`src/rtl/ecc_dualhalf_pkg.sv`:
```
package ecc_dualhalf_pkg;

   typedef enum logic [1:0] {
      MODE_IDLE,
      MODE_CLEAR,
      MODE_ACCUM,
      MODE_RESULT
   } ecc_mode_e;

   localparam int unsigned HALVES    = 2;
   localparam int unsigned RES_WORDS = 3;
   localparam int unsigned RES_IDX_W = 2;
   localparam int unsigned LP_OUT_W  = 16;

   // Inverted column code byte: CP5..CP0 in bits 7:2, bits 1:0 fixed high.
   function automatic logic [7:0] column_code(input logic [7:0] col);
      logic [2:0] odd_p;
      logic [2:0] even_p;
      logic [7:0] cb;
      odd_p  = '0;
      even_p = '0;
      for (int j = 0; j < 3; j++) begin
         for (int p = 0; p < 8; p++) begin
            if (((p >> j) & 1) == 1) odd_p[j]  = odd_p[j]  ^ col[p];
            else                     even_p[j] = even_p[j] ^ col[p];
         end
      end
      cb = 8'h03;
      for (int j = 0; j < 3; j++) begin
         cb[2 + 2*j + 1] = ~odd_p[j];
         cb[2 + 2*j]     = ~even_p[j];
      end
      return cb;
   endfunction

endpackage

```
`src/rtl/ecc_dualhalf_ctrl.sv`:
```
module ecc_dualhalf_ctrl
   import ecc_dualhalf_pkg::*;
#(
   parameter int unsigned HALF_BYTES  = 256,
   parameter logic [7:0]  CODE_CLEAR  = 8'hF4,
   parameter logic [7:0]  CODE_ACCUM  = 8'hB4,
   parameter logic [7:0]  CODE_RESULT = 8'hD4,
   localparam int unsigned IDX_W = $clog2(HALF_BYTES),
   localparam int unsigned SPAN  = 2 * HALF_BYTES,
   localparam int unsigned CNT_W = $clog2(SPAN) + 1
) (
   input  logic                 clk,
   input  logic                 rst_n,
   input  logic                 mode_wr,
   input  logic [7:0]           mode_code,
   input  logic                 dat_strobe,
   output logic                 clear_now,
   output logic                 acc_take,
   output logic                 half_sel,
   output logic [IDX_W-1:0]     base_idx,
   output logic [CNT_W-1:0]     byte_cnt,
   output logic [RES_IDX_W-1:0] rd_idx,
   output logic                 in_acc,
   output logic                 in_res
);

   ecc_mode_e mode_q;
   ecc_mode_e mode_d;
   logic      span_open;
   logic      idx_zero;

   always_comb begin
      if      (mode_code == CODE_CLEAR)  mode_d = MODE_CLEAR;
      else if (mode_code == CODE_ACCUM)  mode_d = MODE_ACCUM;
      else if (mode_code == CODE_RESULT) mode_d = MODE_RESULT;
      else                               mode_d = MODE_IDLE;
   end

   assign clear_now = mode_wr && (mode_d == MODE_CLEAR);
   assign idx_zero  = mode_wr && ((mode_d == MODE_CLEAR) || (mode_d == MODE_RESULT));
   assign in_acc    = (mode_q == MODE_ACCUM);
   assign in_res    = (mode_q == MODE_RESULT);
   assign span_open = (byte_cnt < CNT_W'(SPAN));
   assign acc_take  = dat_strobe && in_acc && span_open;
   assign half_sel  = byte_cnt[IDX_W];
   assign base_idx  = byte_cnt[IDX_W-1:0];

   always_ff @(posedge clk) begin
      if (!rst_n)       mode_q <= MODE_IDLE;
      else if (mode_wr) mode_q <= mode_d;
   end

   always_ff @(posedge clk) begin
      if (!rst_n)         byte_cnt <= '0;
      else if (clear_now) byte_cnt <= '0;
      else if (acc_take)  byte_cnt <= byte_cnt + CNT_W'(2);
   end

   always_ff @(posedge clk) begin
      if (!rst_n)                 rd_idx <= '0;
      else if (idx_zero)          rd_idx <= '0;
      else if (dat_strobe && in_res) begin
         if (rd_idx == RES_IDX_W'(RES_WORDS - 1)) rd_idx <= '0;
         else                                     rd_idx <= rd_idx + 1'b1;
      end
   end

endmodule

```
`src/rtl/ecc_dualhalf_acc.sv`:
```
module ecc_dualhalf_acc #(
   parameter int unsigned IDX_W = 8,
   localparam int unsigned LPW  = 2 * IDX_W
) (
   input  logic             clk,
   input  logic             rst_n,
   input  logic             clr,
   input  logic             en,
   input  logic [IDX_W-1:0] base_idx,
   input  logic [7:0]       byte_lo,
   input  logic [7:0]       byte_hi,
   output logic [LPW-1:0]   lp_q,
   output logic [7:0]       col_q
);

   logic             par_lo;
   logic             par_hi;
   logic [IDX_W-1:0] idx_hi;
   logic [LPW-1:0]   lp_delta;

   assign par_lo = ^byte_lo;
   assign par_hi = ^byte_hi;
   assign idx_hi = base_idx | IDX_W'(1);

   for (genvar k = 0; k < IDX_W; k++) begin : g_line
      assign lp_delta[2*k+1] = (base_idx[k] & par_lo) ^ (idx_hi[k] & par_hi);
      assign lp_delta[2*k]   = (~base_idx[k] & par_lo) ^ (~idx_hi[k] & par_hi);
   end

   always_ff @(posedge clk) begin
      if (!rst_n || clr) begin
         lp_q  <= '0;
         col_q <= '0;
      end else if (en) begin
         lp_q  <= lp_q ^ lp_delta;
         col_q <= col_q ^ byte_lo ^ byte_hi;
      end
   end

endmodule

```
`src/rtl/ecc_dualhalf_pack.sv`:
```
module ecc_dualhalf_pack
   import ecc_dualhalf_pkg::*;
#(
   parameter int unsigned LPW = 16
) (
   input  logic [HALVES*LPW-1:0] lp_all,
   input  logic [HALVES*8-1:0]   col_all,
   input  logic [RES_IDX_W-1:0]  rd_idx,
   output logic [15:0]           res_word
);

   logic [7:0] lp_lo [HALVES];
   logic [7:0] lp_hi [HALVES];
   logic [7:0] cbyte [HALVES];

   for (genvar h = 0; h < HALVES; h++) begin : g_half
      logic [LP_OUT_W-1:0] lp_wide;
      if (LPW < LP_OUT_W) begin : g_pad
         assign lp_wide = {{(LP_OUT_W-LPW){1'b0}}, lp_all[h*LPW +: LPW]};
      end else begin : g_full
         assign lp_wide = lp_all[h*LPW +: LP_OUT_W];
      end
      assign lp_lo[h] = ~lp_wide[7:0];
      assign lp_hi[h] = ~lp_wide[15:8];
      assign cbyte[h] = column_code(col_all[h*8 +: 8]);
   end

   always_comb begin
      case (rd_idx)
         2'd0:    res_word = {lp_hi[0], lp_lo[0]};
         2'd1:    res_word = {lp_lo[1], cbyte[0]};
         2'd2:    res_word = {cbyte[1], lp_hi[1]};
         default: res_word = 16'hFFFF;
      endcase
   end

endmodule

```
`src/rtl/ecc_dualhalf_gen.sv`:
```
module ecc_dualhalf_gen
   import ecc_dualhalf_pkg::*;
#(
   parameter int unsigned HALF_BYTES  = 256,
   parameter logic [7:0]  CODE_CLEAR  = 8'hF4,
   parameter logic [7:0]  CODE_ACCUM  = 8'hB4,
   parameter logic [7:0]  CODE_RESULT = 8'hD4
) (
   input  logic        clk,
   input  logic        rst_n,
   input  logic        mode_wr,
   input  logic [7:0]  mode_code,
   input  logic        dat_strobe,
   input  logic [15:0] dat_bus,
   output logic [15:0] res_word
);

   localparam int unsigned IDX_W = $clog2(HALF_BYTES);
   localparam int unsigned LPW   = 2 * IDX_W;
   localparam int unsigned SPAN  = 2 * HALF_BYTES;
   localparam int unsigned CNT_W = $clog2(SPAN) + 1;

   if ((HALF_BYTES < 2) || (HALF_BYTES > 256) ||
       ((HALF_BYTES & (HALF_BYTES - 1)) != 0)) begin : g_bad_half
      $error("HALF_BYTES must be a power of two from 2 to 256");
   end
   if ((CODE_CLEAR == CODE_ACCUM) || (CODE_CLEAR == CODE_RESULT) ||
       (CODE_ACCUM == CODE_RESULT)) begin : g_bad_codes
      $error("mode codes must be distinct");
   end

   logic                 clear_now;
   logic                 acc_take;
   logic                 half_sel;
   logic [IDX_W-1:0]     base_idx;
   logic [CNT_W-1:0]     byte_cnt;
   logic [RES_IDX_W-1:0] rd_idx;
   logic                 in_acc;
   logic                 in_res;
   logic [HALVES*LPW-1:0] lp_all;
   logic [HALVES*8-1:0]   col_all;

   ecc_dualhalf_ctrl #(
      .HALF_BYTES (HALF_BYTES),
      .CODE_CLEAR (CODE_CLEAR),
      .CODE_ACCUM (CODE_ACCUM),
      .CODE_RESULT(CODE_RESULT)
   ) u_ctrl (
      .clk       (clk),
      .rst_n     (rst_n),
      .mode_wr   (mode_wr),
      .mode_code (mode_code),
      .dat_strobe(dat_strobe),
      .clear_now (clear_now),
      .acc_take  (acc_take),
      .half_sel  (half_sel),
      .base_idx  (base_idx),
      .byte_cnt  (byte_cnt),
      .rd_idx    (rd_idx),
      .in_acc    (in_acc),
      .in_res    (in_res)
   );

   for (genvar h = 0; h < HALVES; h++) begin : g_acc
      ecc_dualhalf_acc #(.IDX_W(IDX_W)) u_acc (
         .clk     (clk),
         .rst_n   (rst_n),
         .clr     (clear_now),
         .en      (acc_take && (half_sel == 1'(h))),
         .base_idx(base_idx),
         .byte_lo (dat_bus[7:0]),
         .byte_hi (dat_bus[15:8]),
         .lp_q    (lp_all[h*LPW +: LPW]),
         .col_q   (col_all[h*8 +: 8])
      );
   end

   ecc_dualhalf_pack #(.LPW(LPW)) u_pack (
      .lp_all  (lp_all),
      .col_all (col_all),
      .rd_idx  (rd_idx),
      .res_word(res_word)
   );

endmodule

```
`config.mk`:
```
export PLATFORM = sky130hd
export DESIGN_NAME = ecc_dualhalf_gen
export DESIGN_NICKNAME = d
export VERILOG_FILES = /design/src/rtl/ecc_dualhalf_pkg.sv /design/src/rtl/ecc_dualhalf_ctrl.sv /design/src/rtl/ecc_dualhalf_acc.sv /design/src/rtl/ecc_dualhalf_pack.sv /design/src/rtl/ecc_dualhalf_gen.sv
export SDC_FILE = /design/constraint.sdc
export NUM_CORES = 1
export LEC_CHECK = 0
export CAP_MARGIN = 20
export CORE_MARGIN = 2
export CORE_UTILIZATION = 52
export CTS_BUF_LIST = sky130_fd_sc_hd__clkbuf_4 sky130_fd_sc_hd__clkbuf_8
export DETAILED_ROUTE_END_ITERATION = 12
export HOLD_SLACK_MARGIN = 0.05
export PLACE_DENSITY = 0.8
export SLEW_MARGIN = 20
export SYNTH_ARGS = -nofsm -noshare
export SYNTH_HDL_FRONTEND = slang
export SYNTH_SLANG_ARGS = --single-unit
```
`constraint.sdc`:
```
create_clock -name clk -period 1.9 [get_ports clk]
set_input_delay 0.19 -clock clk [delete_from_list [all_inputs] [get_ports clk]]
set_output_delay 0.19 -clock clk [all_outputs]
set_load 0.01 [all_outputs]
```
==> flow_summary.yaml <==
status:
  status: "finished, final reports clean"
placement:
  place_congestion: 0.811
  place_ws_ps: -449
  place_inst: 532
  dp_hpwl_um: 5950
  io_buffers: 43
power:
  p_leak_nw: 1.77
  p_seq_share_pct: 35.3
  p_per_area_mw_per_mm2: 765
  power.switching_mw: 1.02
  internal_power_mw: 2.59
  p_total_mw: 3.62
  switching_share_pct: 28.3
  vdd_drop_max_mv: 0.523
  p_comb_share_pct: 27.6
  p_clk_share_pct: 37.2
final_layout:
  fin_util_pct: 75.3
  n_antenna_cell: 0
  nets: 506
  drive_gt1_share_pct: 26.6
  seqCellArea_mm2: 0.00124
  fin_cells: 559
  synthToLayoutAreaGrowth_pct: 41.3
  nFillCells: 416
  multi_input_area_mm2: 0.00225
critical_path:
  worst_r2r_startpoint: "u_ctrl.byte_cnt[9]"
  end_kind: "output pin"
  cp-start-kind: "flop"
  cp_max_fo: 3
  slowest_stage: "dfxtp_4"
  cp_top_family: "XOR/XNOR gates"
  critical_path_required_ps: 1710
  reg2reg_depth: 8
  cpPeakStageDelay_ps: 380
  r2r_setup_slack_ps: 110
  r2r-end: "g_acc[0].u_acc.lp_q[1]"
  path_cells: "xnor2_2 > xnor2_1 > a211oi_2 > a21oi_1 > dlygate4sd2_1"
  critical_path_buf_inv_count: 1
  crit_type: "reg2out"
  arrival_ps: 1690
sta:
  holdWs_ps: 420
  worst_pin_slew_ps: 461
  finalSetupViolations: 0
  final-hold-violation-count: 0
  max_clock_freq_ghz: 0.531
  rsz0062_at_grt: "true"
  post-route-min-period_ps: 1880
  final.setup_skew_ps: 10.1
  slew_headroom_pct: 69.3
  worst_slack_ps: 15.9
  fin_crit_sh_pct: 99.2
  final_max_slew_viol_count: 0
drt:
  vias: 3271
  wire_per_inst_um: 16.7
  finalWirelength_um: 9330
  dr.pass1.iters: 6
  postRouteAntennaNets: 0
  vias_per_cell: 5.85
  route.detailed.drc: 0
  first_iter_violations: 230
global_routing:
  grt_pass1_wl_um: 14600
  grt_use_total_pct: 26.0
  grt_pass1_vias: 3210
  grt_start_max_net_pins: 34
  grt.overflow.total: 0
  antenna_found_initial: 0
synth:
  post-synth-top-area-fraction_pct: 36.5
  avgSynthCellArea_um2: 8.35
  yosys-top-cells-count: "dfxtp_1, a21oi_1, nor2_1"
  yosysMostFrequentCell: "dfxtp_1"
  yosysUniqueCellTypes: 36
  async_flop_share_pct: 0
  yosys.area.top_type: "dfxtp_1"
  syn_nets: 430
  ys_seq_elements: 61
  syn_area_mm2: 0.00335
  ys_warn_count: 0
  netlist_top_cells_area: "dfxtp_1, xor2_1, xnor2_1"
  yosysSeqAreaShare_pct: 36.5
  synth_cells: 401
  synth_edf_count: 0
  ys.flop_type: "dfxtp_1"
clock_network:
  numCtsBuffers: 9
  tritoncts: "yes"
  clk_pin_slew_worst_paths_ps: 70
  clock_latency_ps: 340
  root_buffer: "clkbuf_8"
  cts_max_path_buffers: 2
  cts.sinks: 61
  cts.hold.buffers_added: 0
  htreeDepth: 3
die:
  die_w_um: 84.2
  start_util_pct: 53.3
  rows: 29
  dieArea_mm2: 0.00709
  coreArea_mm2: 0.00628
  io_pins: 44
  die_y_um: 84.2
min_path:
  hp-start: "dat_bus[10]"
  holdCritPathClass: "in2reg"
  whs_endpoint: "g_acc[0].u_acc.col_q[2]"
  hold_depth: 6
run:
  maxCapViolCount: 0
==> registers in the layout, summed over array words and instances (netlist names) <==
signal             count
g_acc.u_acc.lp_q      32
u_ctrl.mode_q          2
u_ctrl.byte_cnt        9
g_acc.u_acc.col_q     16
u_ctrl.rd_idx          2
==> cell type report <==
cell class | instances | area share [%]
Multi-Input combinational cell | 308 | 47.6
Sequential cell | 61 | 26.2
Timing Repair Buffer | 96 | 19.3
Clock buffer | 12 | 3.36
Tap cell | 77 | 2.04
Clock inverter | 4 | 1.48
Inverter | 1 | 0.0794
==> worst max path at each step <==
stage	from	end	slack [ps]	cells after the start
5_1_grt	g_acc[0].u_acc.col_q[4]	res_word[4]	-60	5
6_report	g_acc[0].u_acc.col_q[4]	res_word[4]	20	5
2_1_floorplan	u_ctrl.mode_q[0]	g_acc[1].u_acc.lp_q[9]	7	8
3_5_place_dp	dat_bus[2]	g_acc[1].u_acc.lp_q[8]	-450	8
3_3_place_gp	dat_bus[3]	g_acc[0].u_acc.lp_q[14]	-320	8
4_1_cts	dat_bus[1]	g_acc[0].u_acc.lp_q[12]	0.8	8
==> power by group through the flow <==
stage                     Combinational, mW  Clock [mW]  Sequential, mW
after global routing                   1.04        1.40            1.28
after floorplan                       0.452           0            1.31
after CTS                             0.735        1.34            1.28
final                                 0.998        1.34            1.28
after detailed placement              0.694           0            1.31
after global placement                0.672           0            1.31
==> layer usage <==
layer	GRT usage [%]	vias up	wire [µm]
met4	13.3	0	343
met5	0	-	0
met1	28.8	1560	3540
li1	-	1526	-
met2	48.1	145	4980
met3	3.54	40	473
==> worst min-delay path: stages <==
cell and delay (ps):
dlymetal6s2s_1 120, buf_4 120, xor2_1 80, nand2_1 80
xor2_1 60, nor2_1 80
==> kinds of logic (layout without fill, tap and decap cells) <==
group	Yosys count	after routing	synth area share, %
and+or+nand+nor	134	134	19.9
DFF	61	61	36.5
buffers and inverters	32	113	4.37
muxes	11	11	3.29
AOI/OAI and AO/OA	84	84	14.3
adders and majority gates	1	1	0.374
xor gates and xnor gates	78	78	21.3
==> metrics by stage <==
step / area [µm²] / setup TNS [ps]
detailed placement: 4110 / -12190
CTS: 4550 / 0
floorplan: 3350 / 0
global route: 4730 / -86.1
global placement: 4110 / -9700
finish: 4730 / 0
==> layout by cell type (no fill, tap or decap), types with 9 or more instances in the layout <==
master	Yosys	routed
dfxtp_1	61	52
buf_4	0	46
nor2_1	44	44
xor2_1	38	38
a21oi_1	44	38
nand2_1	38	37
xnor2_2	3	22
dlygate4sd2_1	0	18
xnor2_1	36	15
o31ai_1	14	14
or3_1	13	13
clkdlybuf4s50_1	0	12
o21ai_0	13	11
clkbuf_8	0	11
or4_1	14	10
dlymetal6s2s_1	0	10
mux2i_1	11	9
==> repair_timing <==
action / CTS / global route
cloned: 0 / 2
pin swaps: 13 / 17
gates resized for setup: 52 / 38
setup buffers: 8 / 1
endpoints found under the setup margin: 36 / 28
(Power assumes the default switching activity.)
